===== config.mk =====
export PLATFORM = sky130hd
export DESIGN_NAME = vsync_detect
export DESIGN_NICKNAME = d
export VERILOG_FILES = /design/src/rtl/vsd_pkg.sv /design/src/rtl/vsd_sync_edge.sv /design/src/rtl/vsd_pulse_meter.sv /design/src/rtl/vsd_seq.sv /design/src/rtl/vsync_detect.sv
export SDC_FILE = /design/constraint.sdc
export NUM_CORES = 1
export LEC_CHECK = 0
export ABC_AREA = 1
export BUFFER_PORTS_ARGS = -buffer_cell sky130_fd_sc_hd__buf_2
export CORE_MARGIN = 3
export CORE_UTILIZATION = 58
export DETAILED_ROUTE_END_ITERATION = 10
export PLACE_DENSITY = 0.74
export SLEW_MARGIN = 5
export SYNTH_ARGS = -nofsm -noshare
export SYNTH_HDL_FRONTEND = slang
export SYNTH_SLANG_ARGS = --single-unit

===== constraint.sdc =====
create_clock -name clk_i -period 9.4 [get_ports clk_i]
set_input_delay 0.47 -clock clk_i [delete_from_list [all_inputs] [get_ports clk_i]]
set_output_delay 0.47 -clock clk_i [all_outputs]
set_load 0.005 [all_outputs]

===== src/rtl/vsd_pkg.sv =====
package vsd_pkg;
  typedef enum logic [2:0] {
    ST_IDLE,
    ST_HUNT,
    ST_EQ,
    ST_VS,
    ST_DONE
  } vsd_state_e;

  typedef enum logic [1:0] {
    PC_OTHER,
    PC_EQ,
    PC_SERR,
    PC_LINE
  } pulse_class_e;
endpackage


===== src/rtl/vsd_sync_edge.sv =====
module vsd_sync_edge #(
  parameter int STAGES = 2
) (
  input  logic clk_i,
  input  logic rst_ni,
  input  logic d_i,
  output logic level_o,
  output logic rise_o,
  output logic fall_o
);
  logic [STAGES-1:0] sync_q;
  logic              prev_q;

  generate
    if (STAGES == 1) begin : g_one
      always_ff @(posedge clk_i or negedge rst_ni)
        if (!rst_ni) sync_q <= '1;
        else         sync_q <= d_i;
    end else begin : g_chain
      always_ff @(posedge clk_i or negedge rst_ni)
        if (!rst_ni) sync_q <= '1;
        else         sync_q <= {sync_q[STAGES-2:0], d_i};
    end
  endgenerate

  always_ff @(posedge clk_i or negedge rst_ni)
    if (!rst_ni) prev_q <= 1'b1;
    else         prev_q <= sync_q[STAGES-1];

  assign level_o = sync_q[STAGES-1];
  assign rise_o  = level_o & ~prev_q;
  assign fall_o  = ~level_o & prev_q;
endmodule


===== src/rtl/vsd_pulse_meter.sv =====
module vsd_pulse_meter
  import vsd_pkg::*;
#(
  parameter int LINE_CYC = 1716,
  parameter int LOSS_CYC = 3432,
  parameter int CW       = 12
) (
  input  logic          clk_i,
  input  logic          rst_ni,
  input  logic          level_i,
  input  logic          rise_i,
  input  logic          fall_i,
  output pulse_class_e  pclass_o,
  output logic [CW-1:0] gap_o,
  output logic          lost_o
);
  localparam int MW = CW + 3;

  logic [CW-1:0] gap_q, per_q, low_q;
  logic [MW-1:0] low_x, per_x;
  logic          is_line, is_eq, is_serr;

  always_ff @(posedge clk_i or negedge rst_ni) begin
    if (!rst_ni) begin
      gap_q <= CW'(LOSS_CYC);
      per_q <= CW'(LOSS_CYC);
      low_q <= '0;
    end else begin
      if (fall_i) begin
        gap_q <= CW'(1);
        per_q <= gap_q;
      end else if (gap_q < CW'(LOSS_CYC)) begin
        gap_q <= gap_q + 1'b1;
      end
      if (fall_i)
        low_q <= CW'(1);
      else if (!level_i && low_q < CW'(LOSS_CYC))
        low_q <= low_q + 1'b1;
    end
  end

  // ratios against the measured fall-to-fall period
  always_comb begin
    low_x   = MW'(low_q);
    per_x   = MW'(per_q);
    is_line = (per_x * MW'(4)) >= MW'(3 * LINE_CYC);
    is_eq   = !is_line && ((low_x * MW'(5)) < per_x);
    is_serr = !is_line && ((low_x * MW'(2)) > per_x);
    if (is_line)      pclass_o = PC_LINE;
    else if (is_eq)   pclass_o = PC_EQ;
    else if (is_serr) pclass_o = PC_SERR;
    else              pclass_o = PC_OTHER;
  end

  assign gap_o  = gap_q;
  assign lost_o = gap_q >= CW'(LOSS_CYC);

  p_class_excl_r2: assert property (@(posedge clk_i) disable iff (!rst_ni)
    rise_i |-> !(is_eq && is_serr));
  p_fall_clears_r9: assert property (@(posedge clk_i) disable iff (!rst_ni)
    fall_i |=> !lost_o);
endmodule


===== src/rtl/vsd_seq.sv =====
module vsd_seq
  import vsd_pkg::*;
#(
  parameter int FALLBACK_CYC = 1620,
  parameter int VS_WIDTH     = 5148,
  parameter int EQ_NEED      = 3,
  parameter int CW           = 12
) (
  input  logic          clk_i,
  input  logic          rst_ni,
  input  logic          rise_i,
  input  pulse_class_e  pclass_i,
  input  logic [CW-1:0] gap_i,
  input  logic          lost_i,
  output logic          vsync_n_o
);
  localparam int EW = $clog2(EQ_NEED + 1);
  localparam int VW = $clog2(VS_WIDTH + 1);

  vsd_state_e    state_q, state_d;
  logic [EW-1:0] eq_cnt_q, eq_cnt_d;
  logic [VW-1:0] vs_cnt_q, vs_cnt_d;

  always_comb begin
    state_d  = state_q;
    eq_cnt_d = eq_cnt_q;
    vs_cnt_d = vs_cnt_q;
    if (lost_i) begin
      state_d  = ST_IDLE;
      eq_cnt_d = '0;
    end else begin
      unique case (state_q)
        ST_IDLE: begin
          state_d  = ST_HUNT;
          eq_cnt_d = '0;
        end
        ST_HUNT: if (rise_i) begin
          if (pclass_i == PC_EQ) begin
            eq_cnt_d = eq_cnt_q + 1'b1;
            if (eq_cnt_q == EW'(EQ_NEED - 1)) state_d = ST_EQ;
          end else begin
            eq_cnt_d = '0;
          end
        end
        ST_EQ: begin
          if (rise_i && pclass_i == PC_SERR) begin
            state_d  = ST_VS;
            vs_cnt_d = '0;
          end else if (rise_i && pclass_i != PC_EQ) begin
            state_d  = ST_HUNT;
            eq_cnt_d = '0;
          end else if (gap_i == CW'(FALLBACK_CYC)) begin
            state_d  = ST_VS;
            vs_cnt_d = '0;
          end
        end
        ST_VS: begin
          if (vs_cnt_q == VW'(VS_WIDTH - 1)) state_d = ST_DONE;
          else                               vs_cnt_d = vs_cnt_q + 1'b1;
        end
        ST_DONE: if (rise_i && pclass_i == PC_LINE) begin
          state_d  = ST_HUNT;
          eq_cnt_d = '0;
        end
        default: state_d = ST_IDLE;
      endcase
    end
  end

  always_ff @(posedge clk_i or negedge rst_ni) begin
    if (!rst_ni) begin
      state_q  <= ST_IDLE;
      eq_cnt_q <= '0;
      vs_cnt_q <= '0;
    end else begin
      state_q  <= state_d;
      eq_cnt_q <= eq_cnt_d;
      vs_cnt_q <= vs_cnt_d;
    end
  end

  assign vsync_n_o = (state_q != ST_VS);

  p_eq_confirm_r3: assert property (@(posedge clk_i) disable iff (!rst_ni)
    $rose(state_q == ST_EQ) |-> $past(eq_cnt_q) == EW'(EQ_NEED - 1));
  p_launch_r4: assert property (@(posedge clk_i) disable iff (!rst_ni)
    (state_q == ST_EQ && rise_i && pclass_i == PC_SERR && !lost_i) |=> !vsync_n_o);
  p_vs_width_r6: assert property (@(posedge clk_i) disable iff (!rst_ni)
    ($rose(vsync_n_o) && !$past(lost_i)) |-> $past(vs_cnt_q) == VW'(VS_WIDTH - 1));
  p_no_retrig_r7: assert property (@(posedge clk_i) disable iff (!rst_ni)
    (state_q == ST_DONE) |=> vsync_n_o);
  p_lost_idle_r9: assert property (@(posedge clk_i) disable iff (!rst_ni)
    lost_i |=> (state_q == ST_IDLE && vsync_n_o));
endmodule


===== src/rtl/vsync_detect.sv =====
module vsync_detect
  import vsd_pkg::*;
#(
  parameter int LINE_CYC     = 1716,
  parameter int FALLBACK_CYC = 1620,
  parameter int LOSS_CYC     = 2 * LINE_CYC,
  parameter int VS_WIDTH     = 3 * LINE_CYC,
  parameter int EQ_NEED      = 3,
  parameter int SYNC_STAGES  = 2
) (
  input  logic clk_i,
  input  logic rst_ni,
  input  logic csync_n_i,
  output logic vsync_n_o,
  output logic sync_ok_o
);
  localparam int CW = $clog2(LOSS_CYC + 1);

  logic          level, rise, fall, lost;
  pulse_class_e  pclass;
  logic [CW-1:0] gap;

  vsd_sync_edge #(.STAGES(SYNC_STAGES)) u_edge (
    .clk_i   (clk_i),
    .rst_ni  (rst_ni),
    .d_i     (csync_n_i),
    .level_o (level),
    .rise_o  (rise),
    .fall_o  (fall)
  );

  vsd_pulse_meter #(
    .LINE_CYC (LINE_CYC),
    .LOSS_CYC (LOSS_CYC),
    .CW       (CW)
  ) u_meter (
    .clk_i    (clk_i),
    .rst_ni   (rst_ni),
    .level_i  (level),
    .rise_i   (rise),
    .fall_i   (fall),
    .pclass_o (pclass),
    .gap_o    (gap),
    .lost_o   (lost)
  );

  vsd_seq #(
    .FALLBACK_CYC (FALLBACK_CYC),
    .VS_WIDTH     (VS_WIDTH),
    .EQ_NEED      (EQ_NEED),
    .CW           (CW)
  ) u_seq (
    .clk_i     (clk_i),
    .rst_ni    (rst_ni),
    .rise_i    (rise),
    .pclass_i  (pclass),
    .gap_i     (gap),
    .lost_i    (lost),
    .vsync_n_o (vsync_n_o)
  );

  assign sync_ok_o = ~lost;
endmodule


# Yosys cells after proc, flatten, opt, wreduce, memory -nomap -nowiden
# Index checks and enable logic that the tools add are counted.
op_classes:
  order_cmp: 6
  mux: 29
  n_addsub: 4
  bitwise_logic: 5
  reduce_logical: 16
  mul: 1
  n_eq_ne: 23
op_table:
  columns: ["op", "n"]
  rows:
  - ["13-bit two-way mux", 4]
  - ["12-bit two-way mux", 4]
  - ["3-bit two-way mux", 9]
  - ["13-bit case mux with 2 select lines", 1]
  - ["12-bit by 1-bit adder with 12-bit output, second input constant", 2]
  - ["12-bit < comparator, second input constant", 2]
  - ["3-bit by 2-bit inequality test with 1-bit output, second input constant", 8]
  - ["2-bit two-way mux", 9]
  - ["15-bit by 12-bit < comparator with 1-bit output", 1]
  - ["12-bit by 3-bit multiplier with 15-bit output, second input constant", 1]
  - ["3-bit case mux with 5 select lines", 1]
  - ["14-bit by 13-bit greater-or-equal comparator with 1-bit output, second input constant", 1]
  - ["13-bit by 1-bit adder with 13-bit output, second input constant", 1]
  - ["13-bit equality test, second input constant", 1]
  - ["13-bit by 12-bit greater-than comparator with 1-bit output", 1]
  - ["12-bit by 11-bit equality test with 1-bit output, second input constant", 1]
  - ["12-bit greater-or-equal comparator, second input constant", 1]
  - ["5-bit AND reduction", 2]
  - ["2-bit case mux with 4 select lines", 1]
  - ["2-bit equality test, second input constant", 3]
  - ["3-bit by 2-bit equality test with 1-bit output, second input constant", 2]
  - ["1-bit logical AND", 6]
  - ["6-bit AND reduction", 1]
  - ["2-bit nonzero test", 3]
  - ["other kinds (14)", 18]
word_totals:
  ff_bits: 57
  word_cells: 92
  in_bits: 3

# Depth between registers and ports, before layout
logic_depth:
  ltp_word: 12
  ltp_mapped: 22
  depth_no_buf: 21

# Modules after synthesis
# Synthesis repeated with hierarchy kept, for this count alone.
hier_totals:
  cells_unflattened: 619
  area_unflattened_um2: 4466.8
modules_own_cells:
  columns: ["mod", "cells_each", "area_each_um2", "n_inst"]
  rows:
  - ["vsd_pulse_meter", 400, 3024.2, 1]
  - ["vsd_seq", 211, 1345.0, 1]
  - ["vsd_sync_edge", 7, 93.8, 1]
  - ["vsync_detect", 1, 3.8, 1]

# Worst setup path after synthesis
# No wires, ideal clock.
synth_timing:
  path_kind: "flip-flop to flip-flop"
  startpoint: "reg u_meter.low_q[1]"
  endpoint: "reg u_seq.vs_cnt_q[2]"
  slack_ns: 6.273
  arrival_time_ns: 3.061
  n_path_buf: 1
  required_ns: 9.334
  period_less_slack_ns: 3.127
  stages_incl_launch_ff: 20
  setup_ns: 0.066
  cell_sequence: "dfrtp_1 ha_1 ha_1 fa_1 a21oi_1 nor2_1 nor2_1 xnor2_1 ha_1 inv_1 nor2_4 nand3_1 nand3_1 nand2_1 nand2_2 nand3_4 nand2_4 buf_8 nand3_1 nand2_1"
synth_via:
  elab_chain_len: 9
  word_cells_on_any_way: 17
  classes_between: "mul (1); order compare (2); eq/ne (4); mux (5); reduce/logical (5)"
synth_lines:
  columns: ["element", "line", "rtl"]
  rows:
  - ["start: declaration", "vsd_pulse_meter.sv:19", "logic [CW-1:0] gap_q, per_q, low_q;"]
  - ["start signal: assignment", "vsd_pulse_meter.sv:38", "low_q <= low_q + 1'b1;"]
  - ["12-bit by 3-bit multiplier with 15-bit output or 13-bit by 12-bit greater-than comparator with 1-bit output (tied branches)", "vsd_pulse_meter.sv:47, vsd_pulse_meter.sv:48", null]
  - ["15-bit by 12-bit < comparator with 1-bit output or 1-bit logical AND (tied branches)", "vsd_pulse_meter.sv:47, vsd_pulse_meter.sv:48", null]
  - ["1-bit logical AND or 2-bit two-way mux (tied branches)", "vsd_pulse_meter.sv:47, vsd_pulse_meter.sv:51", null]
  - ["2-bit two-way mux *", "vsd_pulse_meter.sv:50", "else if (is_eq) pclass_o = PC_EQ;"]
  - ["2-bit two-way mux *", "vsd_pulse_meter.sv:49", "if (is_line) pclass_o = PC_LINE;"]
  - ["2-bit by 1-bit inequality test with 1-bit output or 2-bit equality test (tied branches)", "vsd_seq.sv:49, vsd_seq.sv:46", null]
  - ["1-bit logical AND, on equally long branches", "vsd_seq.sv:49, vsd_seq.sv:46", null]
  - ["3-bit by 2-bit inequality test with 1-bit output (no line) (tied with other cells)", null, null]
  - ["5-bit AND reduction (no line) or 13-bit case mux with 2 select lines (tied branches)", null, null]
  - ["end signal: assignment", "vsd_seq.sv:78", "vs_cnt_q <= vs_cnt_d;"]
  - ["end: declaration", "vsd_seq.sv:22", "logic [VW-1:0] vs_cnt_q, vs_cnt_d;"]
# Every way passes the cells marked *; elsewhere a longest branch is shown, timed or not.
# A chain may end at the register's enable or synchronous reset.

# Worst setup path in the final report
layout_timing:
  startpoint: "reg u_meter.low_q[1]"
  endpoint: "reg u_seq.vs_cnt_q[6]"
# The elaborated chain is that of the path after synthesis.

==> flow_metrics.env <==
export IMPL_finalHoldViolCount=0
export IMPL_place_hpwl_mm=7.00
export IMPL_setup_viol=0
export IMPL_vias_per_cell=5.65
export IMPL_finalNonFillerCells=672
export IMPL_grt_util_all_layers_pct=24.4
export IMPL_ys_warn_count=0
export IMPL_critPathBufInv=0
export IMPL_synthAdderAreaFrac_pct=14.4
export IMPL_yosys_area_share_simple_pct=29.5
export IMPL_cts_tree="done"
export IMPL_power_mw=0.871
export IMPL_core_sq_um=6910
export IMPL_firstDrtPassIters=5
export IMPL_final_nets=622
export IMPL_max_freq_mhz=283
export IMPL_crit_slowest_cell="dfrtp_1"
export IMPL_core_rowCount=30
export IMPL_grt_pass1_wl_mm=16.3
export IMPL_synthXorXnorAreaFrac_pct=3.94
export IMPL_rsz0062_at_grt="no"
export IMPL_ir_drop_uv=123
export IMPL_antenna_found_initial=0
export IMPL_p_leak_nw=2.25
export IMPL_die_x_microns=91.3
export IMPL_max_slew_worst_pin_slew_ns=0.728
export IMPL_cap_viol_max_count=0
export IMPL_synth_top_area_share_pct=24.9
export IMPL_hold_path_class="in -> reg"
export IMPL_wl_per_cell_microns=14.2
export IMPL_synth_edff_count=0
export IMPL_antenna_cells=0
export IMPL_drive_gt1_share_pct=8.51
export IMPL_synth_top_family_by_area="simple AND/OR/NAND/NOR gates"
export IMPL_cts_resized=0
export IMPL_clk_pin_slew_ns=0.08
export IMPL_dp_cells=656
export IMPL_synth_cell_area_sq_um=4220
export IMPL_tns_ns=0
export IMPL_cp_data_required_time_ns=9.68
export IMPL_initial_core_util_pct=61.1
export IMPL_post_cts_setup_buffer_count=0
export IMPL_yosys_area_top_type="dfrtp_1"
export IMPL_dieArea_sq_um=8330
export IMPL_drv_slew=0
export IMPL_cts_buffer_depth=2
export IMPL_io_buffers=4
export IMPL_end_kind="flop"
export IMPL_synthArstFlopShare_pct=100
export IMPL_ys_seq_area_share_pct=34.3
export IMPL_drt_iter0_drc=221
export IMPL_area_growth_pct=7.89
export IMPL_crit_arrival_ns=3.81
export IMPL_min_from="csync_n_i"
export IMPL_cp_start_kind="flop"
export IMPL_relSlewSlack_pct=51.5
export IMPL_syn_nets=614
export IMPL_overflow=0
export IMPL_cp_cell_sequence="ha_1, ha_1, fa_1, xor2_1, ha_1, nand4_1, a21o_1, a31oi_1, nand3_2, nand3_1, nand2_1, nand2_2, nand3_4, nand2_4, nand3_1, nand2_1"
export IMPL_drc=0
export IMPL_crit_family="adder cells"
export IMPL_root_buffer="clkbuf_8"
export IMPL_drt_total_wl_mm=9.56
export IMPL_powerDensity_nw_per_um2=191
export IMPL_slowest_delay_ns=0.46
export IMPL_via_count=3796
export IMPL_min_period_ns=3.53
export IMPL_ioPinCount=5
export IMPL_synth_compound_area_share_pct=10.7
export IMPL_worstPathMaxFanout=17
export IMPL_cpMostUsedCell="ha_1"
export IMPL_syn_instance_count=563
export IMPL_cts_sinks=57
export IMPL_reg2reg_slack_ns=5.87
export IMPL_ys_ff_latch=57
export IMPL_avgSynthCellArea_sq_um=7.49
export IMPL_grt_max_degree=58
export IMPL_gp_congestion=0.888
export IMPL_drtAntennaViolNets=0
export IMPL_finalCritPeriodShare_pct=37.6
export IMPL_cts_htree_levels=3
export IMPL_clk_latency_ns=0.35
export IMPL_cts_hold_buf=0
export IMPL_synth_cell_type_count=37
export IMPL_synthTopCellsByArea="dfrtp_1 25%, ha_1 14%, nand2_1 11%"
export IMPL_die_h_microns=91.3
export IMPL_status="complete, no violations"
export IMPL_critPathLaunch="u_meter.low_q[1]$_DFFE_PN0P_"
export IMPL_first_global_vias=3582
export IMPL_r2r_start="u_meter.low_q[1]$_DFFE_PN0P_"
export IMPL_fin_skew_ns=0.0121
export IMPL_cts_made_buffers=9
export IMPL_synth_ff_type="dfrtp_1"
export IMPL_muxShareOfSynthArea_pct=0
export IMPL_crit_type="reg -> reg"
## cells in the final DEF, fill, tap and decap left out, drive strengths merged, types with 15 or more instances in the layout
master | synthesis | final
o21ai | 37 | 37
nor3 | 17 | 17
nand2 | 132 | 132
dfstp | 15 | 15
a21oi | 34 | 34
nand3 | 53 | 53
dfrtp | 42 | 42
nor2 | 53 | 53
inv | 68 | 68
ha | 47 | 47
xor2 | 15 | 15
## logic make-up (layout without fill, tap and decap cells)
group	Yosys count	count (layout)
compound gates	84	84
xor+xnor	19	19
fa+ha+maj	48	48
buf+inv	78	91
flops	57	57
simple gates	277	277
## final timing paths
kind | end | cells past startpoint
worst min-delay path | u_edge.sync_q[0]$_DFF_PN1_ | 1
max in group asynchronous | u_seq.eq_cnt_q[0]$_DFFE_PN0P_ | 2
worst min register to register | u_edge.sync_q[1]$_DFF_PN1_ | 0
worst max register to register | u_seq.vs_cnt_q[6]$_DFFE_PN0P_ | 16
worst max-delay path | u_seq.vs_cnt_q[6]$_DFFE_PN0P_ | 16
min in group asynchronous | u_meter.low_q[8]$_DFFE_PN0P_ | 2
## synthesized netlist by cell type, types with 4 or more instances
master    instances
clkbuf_1          8
xnor2_1           4
nor3_1           17
ha_1             47
o21ai_0          35
nand2_1         129
nand3_1          50
a21oi_1          34
dfstp_2          15
nor2_1           49
xor2_1           15
nand4_1          10
nand3b_1          4
inv_1            68
nor4_1            6
dfrtp_1          42
## metrics by stage
| step | util, % | instance area [sq um] | worst slack, ns | hold slack [ns] |
|---|---|---|---|---|
| 3_5_place_dp | 62.7 | 4330 | 5.95 | 0.349 |
| 4_1_cts | 65.9 | 4550 | 5.90 | 0.207 |
| 6_report | 65.9 | 4550 | 5.87 | 0.219 |
| 5_1_grt | 65.9 | 4550 | 5.55 | 0.209 |
| 2_1_floorplan | - | 4220 | 6.27 | 0.174 |
| 3_3_place_gp | 62.7 | 4330 | 6.08 | 0.346 |
## area by class of cell
class | instances | area (sq um)
multi-input combinational | 428 | 2470
clock buffer | 11 | 141
sequential | 57 | 1450
timing repair buffer | 6 | 35.0
fill | 605 | 2350
tap | 96 | 120
inverter | 69 | 259
clock inverter | 5 | 78.8
## worst reg2reg max path, stage by stage, from the launching register on
cell and delay [ns]:
dfrtp_1 0.46, ha_1 0.33, ha_1 0.26, fa_1 0.46
xor2_1 0.20, ha_1 0.31, nand4_1 0.10, a21o_1 0.17
a31oi_1 0.21, nand3_2 0.13, nand3_1 0.12, nand2_1 0.08
nand2_2 0.09, nand3_4 0.15, nand2_4 0.22, nand3_1 0.11
nand2_1 0.07
## routing by layer
metal / share of wire (%) / track usage (%) / vias to the layer above
met2: 46 / 39.3 / 93
met5: 0 / 0 / -
li1: - / - / 1896
met1: 47 / 31.7 / 1783
met4: 2.8 / 12.2 / 0
met3: 4.2 / 3.89 / 24
## flip-flops by register name, summed over array words and instances, names as in the netlist
register,cells
u_seq.vs_cnt_q,13
u_seq.eq_cnt_q,2
u_edge.prev_q,1
u_seq.state_q,3
u_meter.gap_o,12
u_meter.low_q,12
u_edge.sync_q,2
u_meter.per_q,12
## power breakdown
part / switching, mW / internal [mW] / total, mW / leakage (nW)
registers: 0.0309 / 0.278 / 0.309 / 0.722
clock network: 0.103 / 0.156 / 0.259 / 0.113
logic: 0.190 / 0.112 / 0.302 / 1.42
total: 0.325 / 0.546 / 0.871 / 2.25
(Power assumes the default switching activity.)
